--- config.mk ---
export PLATFORM = sky130hd
export DESIGN_NAME = touch_seq
export DESIGN_NICKNAME = d
export VERILOG_FILES = /design/src/rtl/touch_seq_pkg.sv /design/src/rtl/touch_seq_rx.sv /design/src/rtl/touch_seq_sar.sv /design/src/rtl/touch_seq_out.sv /design/src/rtl/touch_seq.sv
export SDC_FILE = /design/constraint.sdc
export NUM_CORES = 1
export LEC_CHECK = 0
export CAP_MARGIN = 0
export CORE_AREA = 2 2 90 92
export DETAILED_ROUTE_END_ITERATION = 6
export DIE_AREA = 0 0 92 94
export GPL_TIMING_DRIVEN = 0
export PLACE_DENSITY = 0.56
export SLEW_MARGIN = 20
export SYNTH_ARGS = -nofsm -noshare
export SYNTH_HDL_FRONTEND = slang
export SYNTH_SLANG_ARGS = --single-unit
--- constraint.sdc ---
create_clock -name dclk -period 2.7 [get_ports dclk]
set_input_delay 0.54 -clock dclk [delete_from_list [all_inputs] [get_ports dclk]]
set_output_delay 0.54 -clock dclk [all_outputs]
set_load 0.03 [all_outputs]
--- src/rtl/touch_seq_pkg.sv ---
package touch_seq_pkg;
  // command word length and derived counter width
  localparam int CTRL_BITS = 8;
  localparam int CNT_W     = $clog2(CTRL_BITS + 1);
  // bit counts at which staged fields are complete (start bit counts as 1)
  localparam int CH_AT     = 3;   // channel LSB arrives on this count
  localparam int CFG_AT    = 5;   // reference select arrives on this count
  // index of the resolution bit inside the full word (LSB = 0)
  localparam int MODE_BIT  = 3;
endpackage

--- src/rtl/touch_seq_rx.sv ---
module touch_seq_rx
  import touch_seq_pkg::*;
#(
  parameter int LOCK_FULL  = 8,
  parameter int LOCK_SHORT = 4
) (
  input  logic             dclk,
  input  logic             cs_n,
  input  logic             din,
  output logic             fire,
  output logic             fire_lo,
  output logic             rx_on,
  output logic [CNT_W-1:0] bit_cnt,
  output logic [2:0]       chan,
  output logic             mode8,
  output logic             single_ended,
  output logic [1:0]       pd
);
  localparam int LOCK_W = (LOCK_FULL > 1) ? $clog2(LOCK_FULL) : 1;

  logic [CTRL_BITS-2:0] shreg;
  logic [LOCK_W-1:0]    lock_cnt;

  // last command bit is on din while CTRL_BITS-1 bits are held
  assign fire    = rx_on && (bit_cnt == CNT_W'(CTRL_BITS - 1));
  assign fire_lo = shreg[MODE_BIT-1];

  always_ff @(posedge dclk or posedge cs_n) begin
    if (cs_n) begin
      rx_on        <= 1'b0;
      bit_cnt      <= '0;
      shreg        <= '0;
      lock_cnt     <= '0;
      chan         <= '0;
      mode8        <= 1'b0;
      single_ended <= 1'b0;
      pd           <= '0;
    end else if (lock_cnt != '0) begin
      lock_cnt <= lock_cnt - 1'b1;
    end else if (!rx_on) begin
      if (din) begin
        rx_on   <= 1'b1;
        bit_cnt <= CNT_W'(1);
        shreg   <= {{(CTRL_BITS-2){1'b0}}, 1'b1};
      end
    end else begin
      shreg   <= {shreg[CTRL_BITS-3:0], din};
      bit_cnt <= bit_cnt + 1'b1;
      if (bit_cnt == CNT_W'(CH_AT)) begin
        chan <= {shreg[1:0], din};
      end
      if (bit_cnt == CNT_W'(CFG_AT)) begin
        mode8        <= shreg[0];
        single_ended <= din;
      end
      if (fire) begin
        pd       <= {shreg[0], din};
        rx_on    <= 1'b0;
        bit_cnt  <= '0;
        lock_cnt <= fire_lo ? LOCK_W'(LOCK_SHORT - 1) : LOCK_W'(LOCK_FULL - 1);
      end
    end
  end
endmodule

--- src/rtl/touch_seq_sar.sv ---
module touch_seq_sar #(
  parameter int RES_BITS = 12,
  parameter int LO_BITS  = 8
) (
  input  logic                dclk,
  input  logic                cs_n,
  input  logic                load,
  input  logic                load_lo,
  input  logic                cmp,
  output logic [RES_BITS-1:0] sar,
  output logic                bit_vld,
  output logic                bit_val,
  output logic                hold,
  output logic [RES_BITS-1:0] result,
  output logic                result_valid
);
  localparam int STEP_W = $clog2(RES_BITS + 1);
  localparam logic [RES_BITS-1:0] ONE = RES_BITS'(1);

  logic              active;
  logic              lo;
  logic [STEP_W-1:0] step;
  logic [STEP_W-1:0] last;
  logic [STEP_W-1:0] idx;
  logic [RES_BITS-1:0] onehot;
  logic [RES_BITS-1:0] nxt;
  logic [RES_BITS-1:0] res_val;

  always_comb begin
    last   = lo ? STEP_W'(LO_BITS - 1) : STEP_W'(RES_BITS - 1);
    idx    = STEP_W'(RES_BITS - 1) - step;
    onehot = ONE << idx;
    nxt    = cmp ? sar : (sar & ~onehot);
    if (step != last) begin
      nxt = nxt | (onehot >> 1);
    end
    res_val = lo ? (nxt >> (RES_BITS - LO_BITS)) : nxt;
  end

  always_ff @(posedge dclk or posedge cs_n) begin
    if (cs_n) begin
      active       <= 1'b0;
      lo           <= 1'b0;
      step         <= '0;
      sar          <= '0;
      bit_vld      <= 1'b0;
      bit_val      <= 1'b0;
      hold         <= 1'b0;
      result       <= '0;
      result_valid <= 1'b0;
    end else begin
      hold         <= 1'b0;
      bit_vld      <= 1'b0;
      result_valid <= 1'b0;
      if (load) begin
        active <= 1'b1;
        lo     <= load_lo;
        step   <= '0;
        sar    <= ONE << (RES_BITS - 1);
        hold   <= 1'b1;
      end else if (active) begin
        sar     <= nxt;
        bit_vld <= 1'b1;
        bit_val <= cmp;
        step    <= step + 1'b1;
        if (step == last) begin
          active       <= 1'b0;
          result       <= res_val;
          result_valid <= 1'b1;
        end
      end
    end
  end
endmodule

--- src/rtl/touch_seq_out.sv ---
module touch_seq_out
  import touch_seq_pkg::*;
#(
  parameter int ACQ_CYCLES = 3
) (
  input  logic             dclk,
  input  logic             cs_n,
  input  logic             bit_vld,
  input  logic             bit_val,
  input  logic             hold,
  input  logic             rx_on,
  input  logic [CNT_W-1:0] bit_cnt,
  output logic             dout,
  output logic             busy,
  output logic             track
);
  localparam int ACQ_FIRST = CTRL_BITS - ACQ_CYCLES;

  always_ff @(negedge dclk or posedge cs_n) begin
    if (cs_n) begin
      dout  <= 1'b0;
      busy  <= 1'b0;
      track <= 1'b0;
    end else begin
      dout  <= bit_vld & bit_val;
      busy  <= hold;
      track <= rx_on && (bit_cnt >= CNT_W'(ACQ_FIRST))
                     && (bit_cnt <= CNT_W'(CTRL_BITS - 1));
    end
  end
endmodule

--- src/rtl/touch_seq.sv ---
module touch_seq
  import touch_seq_pkg::*;
#(
  parameter int RES_BITS   = 12,
  parameter int LO_BITS    = 8,
  parameter int ACQ_CYCLES = 3,
  parameter int LOCK_FULL  = 8,
  parameter int LOCK_SHORT = 4
) (
  input  logic                dclk,
  input  logic                cs_n,
  input  logic                din,
  input  logic                cmp,
  output logic                dout,
  output logic                busy,
  output logic                out_en,
  output logic                track,
  output logic [RES_BITS-1:0] sar_trial,
  output logic [2:0]          chan,
  output logic                mode8,
  output logic                single_ended,
  output logic [1:0]          pd,
  output logic [RES_BITS-1:0] result,
  output logic                result_valid
);
  logic             fire;
  logic             fire_lo;
  logic             rx_on;
  logic [CNT_W-1:0] bit_cnt;
  logic             bit_vld;
  logic             bit_val;
  logic             hold;

  assign out_en = ~cs_n;

  touch_seq_rx #(
    .LOCK_FULL (LOCK_FULL),
    .LOCK_SHORT(LOCK_SHORT)
  ) u_rx (
    .dclk        (dclk),
    .cs_n        (cs_n),
    .din         (din),
    .fire        (fire),
    .fire_lo     (fire_lo),
    .rx_on       (rx_on),
    .bit_cnt     (bit_cnt),
    .chan        (chan),
    .mode8       (mode8),
    .single_ended(single_ended),
    .pd          (pd)
  );

  touch_seq_sar #(
    .RES_BITS(RES_BITS),
    .LO_BITS (LO_BITS)
  ) u_sar (
    .dclk        (dclk),
    .cs_n        (cs_n),
    .load        (fire),
    .load_lo     (fire_lo),
    .cmp         (cmp),
    .sar         (sar_trial),
    .bit_vld     (bit_vld),
    .bit_val     (bit_val),
    .hold        (hold),
    .result      (result),
    .result_valid(result_valid)
  );

  touch_seq_out #(
    .ACQ_CYCLES(ACQ_CYCLES)
  ) u_out (
    .dclk   (dclk),
    .cs_n   (cs_n),
    .bit_vld(bit_vld),
    .bit_val(bit_val),
    .hold   (hold),
    .rx_on  (rx_on),
    .bit_cnt(bit_cnt),
    .dout   (dout),
    .busy   (busy),
    .track  (track)
  );
endmodule

Yosys cells after proc, flatten, opt, wreduce, memory -nomap -nowiden
Cells that the tools add are included.
{ "op_classes": {"add_sub_neg": 4, "n_reduce_logical": 15, "shift": 1, "order_cmp": 2, "eq_ne": 5, "bitwise_logic": 7, "mux": 29} }
{ "ops": {"columns": ["op", "count"], "rows": [
  ["$mux 12", 5],
  ["$mux 4", 6],
  ["$mux 3", 6],
  ["$and 12x12->12", 1],
  ["$mux 1", 12],
  ["$not 12->12", 1],
  ["$or 12x11->12", 1],
  ["$reduce_and 3->1", 4],
  ["$shl 1x4->12 const A", 1],
  ["$add 4x1->4 const B", 2],
  ["$eq 4x3->1 const B", 2],
  ["$reduce_bool 2->1", 4],
  ["$reduce_and 2->1", 3],
  ["$eq 4x2->1 const B", 1],
  ["$eq 4x4->1", 1],
  ["$ge 4x3->1 const B", 1],
  ["$le 4x3->1 const B", 1],
  ["$ne 4x4->1", 1],
  ["$sub 4x4->4 const A", 1],
  ["$logic_and 1x1->1", 3],
  ["$not 1->1", 3],
  ["$reduce_bool 3->1", 1],
  ["$sub 3x1->3 const B", 1],
  ["$and 1x1->1", 1]
]} }
{ "totals": {"inputBits": 4, "output_inout_bits": 36, "ff_bits": 55, "elab_cells": 83} }

Logic depth before layout (Yosys ltp)
{ "logic_depth": {"word_depth": 9, "depth_mapped": 7, "ltp_nobuf": 6} }

Cells and area by module
Synthesis repeated with hierarchy kept, for this count alone.
{ "hier_totals": {"cells_unflattened": 257, "area_unflattened_um2": 2776.4} }
{ "modules_own_cells": {"columns": ["module", "area_per_inst_um2", "seq_area_each_um2", "cells_per_inst", "n_inst"], "rows": [
  ["touch_seq_sar", 1769.2, 850.8, 178, 1],
  ["touch_seq_rx", 899.6, 450.4, 71, 1],
  ["touch_seq_out", 103.8, 75.1, 7, 1],
  ["touch_seq", 3.8, 0.0, 1, 1]
]} }

==> flow_results.org <==
** Worst setup path
- Walking the worst path, the cells encountered are buf_6.
- The largest individual stage delay along the critical path comes from the cell sky130_fd_sc_hd__dfrtn_1.
- Of all nets on the critical path, the largest fanout is 1.
- Startpoint types :: flop
- Counting both buffers and inverters, the worst setup path holds a total of 1.
- Top Family by Delay on Critical Path :: flip-flops
- Critical path start-end classification :: flop to primary output
- STA puts the critical path data arrival time at roughly 2200 ps.
- The most critical setup path has its startpoint at u_out.track.
- For the worst setup path, the data required time is ~2200 ps.
- Nature of the critical path endpoint :: primary output
- Biggest cell delay along the critical path :: slightly above 400 ps
- Reg2reg start :: u_rx.bit_cnt[1]

** CTS
- Hold repair after CTS inserted 0 buffers.
- The clock tree synthesis step divided the H-tree into 2 levels.
- The clock passes through at most 2 buffers.
- TritonCTS built the clock tree.
- The root buffer cell chosen for the clock tree is sky130_fd_sc_hd__clkbuf_8.
- After clock tree synthesis, the clock-pin slew on the worst setup and hold paths is roughly 100 ps.
- CTS saw 55 sinks.
- Insertion delay of the later-clocked pin in the worst-skew pair :: 320 ps
- Clock buffers created by TritonCTS :: 5

** GRT
- The first global-routing pass estimated 11000 µm of wire.
- Total routing resource utilization after global routing :: roughly 16%
- Global routing consumed, on the met2 layer, about a quarter of the routing resources.
- Most utilized layer in the global route result :: met2
- Routing usage on met3 :: approximately 2.8%
- Global routing consumed, on the met1 layer, 21.6% of the routing resources.
- Number of global-route vias before repair :: ~2100
- The number of antenna violations at the first check in global routing came to 0.
- Total congestion overflow :: 0
- Pin count of the biggest net entering global routing :: 29

** Routing
- After detailed routing, the number of vias per cell comes to around 5.1.
- In this run the remaining antenna-violating nets after routing total 0.
- Dividing the detail-routed wire length by the instance count gives ~16 µm.
- The pre-antenna-repair detailed-routing pass consisted of 4 iterations.
- Vias after detailed routing :: between 2000 and 2500
- Summed over all layers, the routed wires come to between 6000 and 7000 µm.
- Drt initial violations :: between 90 and 100
- In the routed design, unresolved DRC markers number 0.

** Logic synthesis
- Ranked by total cell area, the synthesized netlist is headed by sky130_fd_sc_hd__dfrtp_1, sky130_fd_sc_hd__ha_1, sky130_fd_sc_hd__a211oi_1, sky130_fd_sc_hd__nand2_1, sky130_fd_sc_hd__mux2_1.
- The mapped netlist covers ~2800 µm².
- The Yosys step of the flow raised 0 warnings.
- The synthesized design devotes to its leading area cell type between 40% and 50% of total area.
- Number of storage elements in the synthesis netlist :: 55
- The synthesized netlist contains 56 unique library cells.
- Of all flip-flops after synthesis, the portion carrying an async set or reset was between 90% and 100%.
- Net count after synthesis :: 280
- Counting every instance in the synthesized netlist gives approximately 270.
- The largest total area in the synthesized netlist belongs to sky130_fd_sc_hd__dfrtp_1.
- Sequential cells were found to cover 48.5% of the synthesized design area.
- Post-synth EDFFs :: 0
- Mean cell area of the mapped netlist :: about 11 µm²
- In the synthesized netlist the dominant register cell turns out to be sky130_fd_sc_hd__dfrtp_1.

** Cells and area
- For this run, the post-layout net count is 329.
- Antenna diode instance count :: 0
- Summing all flip-flop and latch instances after layout gives ~1400 µm².
- Final core utilization :: between 40% and 50%
- Layout Area Growth over Synthesis :: 22.9%
- In the final layout, the multi-input gates occupy approximately 1300 µm².
- Fill cells in the final layout number about 740.
- Ratio of cells with drive above 1 in the final layout :: between 10% and 20%

** Power
- Power spread over the standard cell area amounts to roughly 1200 nW/µm².
- Overall power after layout :: ~4.3 mW
- VDD sags by at most 0.391 mV.
- In this run the static leakage power is 1.52 nW.

** Timing
- The number of hold-slack violations in the final timing report came to 0.
- Setup violations remaining at the end of the flow were counted as 3.
- In the final timing run, aggregate negative setup slack is -91.9 ps.
- The clock arrives with around 12 ps of skew.
- Setup repair after global routing could not meet its margin everywhere.
- The worst pin sits at a relative slew slack of approximately half.
- At the pin with the least slew margin, the transition time is between 700 and 800 ps.
- Final-report max-slew violation count :: 0
- After layout, the worst setup slack is -37.1 ps.
- Final hold analysis gives a worst-case slack of about 480 ps.

** Placement
- During placement, the flow inserted port buffers numbering 39.
- Summed over all nets, the half-perimeter wirelength after detailed placement is 4540 µm.
- The congestion estimate from routability-driven global placement came to 0.806.
- Before CTS, the worst setup slack after placement is -540 ps.

** Die
- From left edge to right edge, the die measures ~92 µm.
- Site row count :: 32
- For this design the top-level I/O count stands at 40.
- Area of the placeable core :: 7610 µm²
- For this configuration, the core starts out at a cell density of about 37%.
- The die covers roughly 8600 µm².
- Die Y :: approximately 94 µm

** Run
- Max cap viols :: 0

** Min path
- The worst hold path begins at u_rx.lock_cnt[0].
- In this run the worst hold path is classified as flop to flop.

** Run status
- Violated checks :: negative setup slack
- Run status :: finished, violations left
[layer usage]
metal | share of wire [%] | up-vias
li1 | - | 1038
met1 | 47 | 1040
met2 | 48 | 38
met3 | 2.7 | 8
met4 | 1.6 | 0
met5 | 0 | -
[state kept, by name (all words and copies together) (netlist names), 2 cells and up]
name / count
u_sar.result: 12
u_sar.sar: 12
u_rx.bit_cnt: 4
u_sar.step: 4
u_rx.chan: 3
u_rx.lock_cnt: 3
u_rx.shreg: 3
u_rx.pd: 2
[power by group]
part           switching, mW  internal (mW)  total, mW  leakage [nW]
combinational           1.33          0.994       2.33         0.842
sequential             0.292           1.17       1.46         0.637
clock                  0.287          0.187      0.474        0.0418
total                   1.91           2.35       4.26          1.52
[stage by stage]
step                instance area (µm²)  instances
detailed placement                 3380        407
global placement                   3360        406
global route                       3490        417
CTS                                3490        417
finish                             3490        417
floorplan                          2840        265
[kinds of logic after synthesis]
group | after synthesis | synth area share (%)
simple gates | 87 | 16.9
xor+xnor | 3 | 0.926
compound gates | 64 | 17.4
buf+inv | 29 | 5.33
flops | 55 | 48.5
fa+ha+maj | 11 | 4.85
mux | 16 | 6.17
[Yosys cell counts (3+ instances only)]
cell type,count
sky130_fd_sc_hd__nor2b_1,6
sky130_fd_sc_hd__buf_6,4
sky130_fd_sc_hd__mux2i_1,4
sky130_fd_sc_hd__nand2_1,26
sky130_fd_sc_hd__nand4bb_1,5
sky130_fd_sc_hd__inv_1,13
sky130_fd_sc_hd__o21ai_0,6
sky130_fd_sc_hd__mux2_1,7
sky130_fd_sc_hd__ha_1,11
sky130_fd_sc_hd__nand3_1,3
sky130_fd_sc_hd__nor2_1,20
sky130_fd_sc_hd__buf_2,7
sky130_fd_sc_hd__nand2b_1,6
sky130_fd_sc_hd__dfrtp_1,52
sky130_fd_sc_hd__dfrtn_1,3
sky130_fd_sc_hd__and2_1,4
sky130_fd_sc_hd__a21oi_1,10
sky130_fd_sc_hd__a22o_1,5
sky130_fd_sc_hd__mux2_2,5
sky130_fd_sc_hd__a211oi_1,14
sky130_fd_sc_hd__a32oi_1,4
sky130_fd_sc_hd__o31ai_2,5
sky130_fd_sc_hd__o21ai_1,6
[path summary, 6_finish.rpt]
check / end / cells past startpoint / slack [ps]
min in group asynchronous: u_sar.bit_vld / 3 / 690
min reg2reg: u_rx.lock_cnt[0] / 1 / 480
max in group asynchronous: u_out.track / 2 / 360
max reg2reg: u_out.track / 4 / 390
min: u_rx.lock_cnt[0] / 1 / 480
max: track / 1 / -40
[placed cells by master (no fill, tap or decap), types with 3 or more instances in the layout]
cell type	n
sky130_fd_sc_hd__o31ai_2	5
sky130_fd_sc_hd__o21ai_0	6
sky130_fd_sc_hd__inv_1	12
sky130_fd_sc_hd__buf_6	7
sky130_fd_sc_hd__mux2_2	5
sky130_fd_sc_hd__mux2i_1	4
sky130_fd_sc_hd__clkbuf_8	5
sky130_fd_sc_hd__buf_2	7
sky130_fd_sc_hd__nand2_1	26
sky130_fd_sc_hd__a211oi_1	14
sky130_fd_sc_hd__clkdlybuf4s50_1	35
sky130_fd_sc_hd__o21ai_1	6
sky130_fd_sc_hd__a21oi_1	10
sky130_fd_sc_hd__dfrtn_1	3
sky130_fd_sc_hd__nor2b_1	6
sky130_fd_sc_hd__nand2b_1	6
sky130_fd_sc_hd__mux2_1	7
sky130_fd_sc_hd__dfrtp_1	52
sky130_fd_sc_hd__nand4bb_1	5
sky130_fd_sc_hd__ha_1	11
sky130_fd_sc_hd__nor2_1	20
sky130_fd_sc_hd__a22o_1	5
sky130_fd_sc_hd__and2_1	4
sky130_fd_sc_hd__a32oi_1	4
sky130_fd_sc_hd__nand3_1	3
sky130_fd_sc_hd__clkbuf_1	3
[layout make-up]
class | count | area share (%)
repair inverters | 1 | 0.143
plain buffers | 15 | 2.83
clock buffers | 6 | 2.08
multi-input cells | 181 | 37.6
inverters | 14 | 1.61
repair buffers | 41 | 12.2
flip-flops and latches | 55 | 39.5
clock inverters | 2 | 0.466
well taps | 102 | 3.66
[repair_timing]
item                                    CTS  global route
gates cloned                              1             0
setup buffers                             1             0
endpoints found under the hold margin     0             0
endpoints found under the setup margin    4             4
pin swaps                                 0             0
gates resized for setup                  21             1
Note: power is estimated with default switching activity, not from simulation.
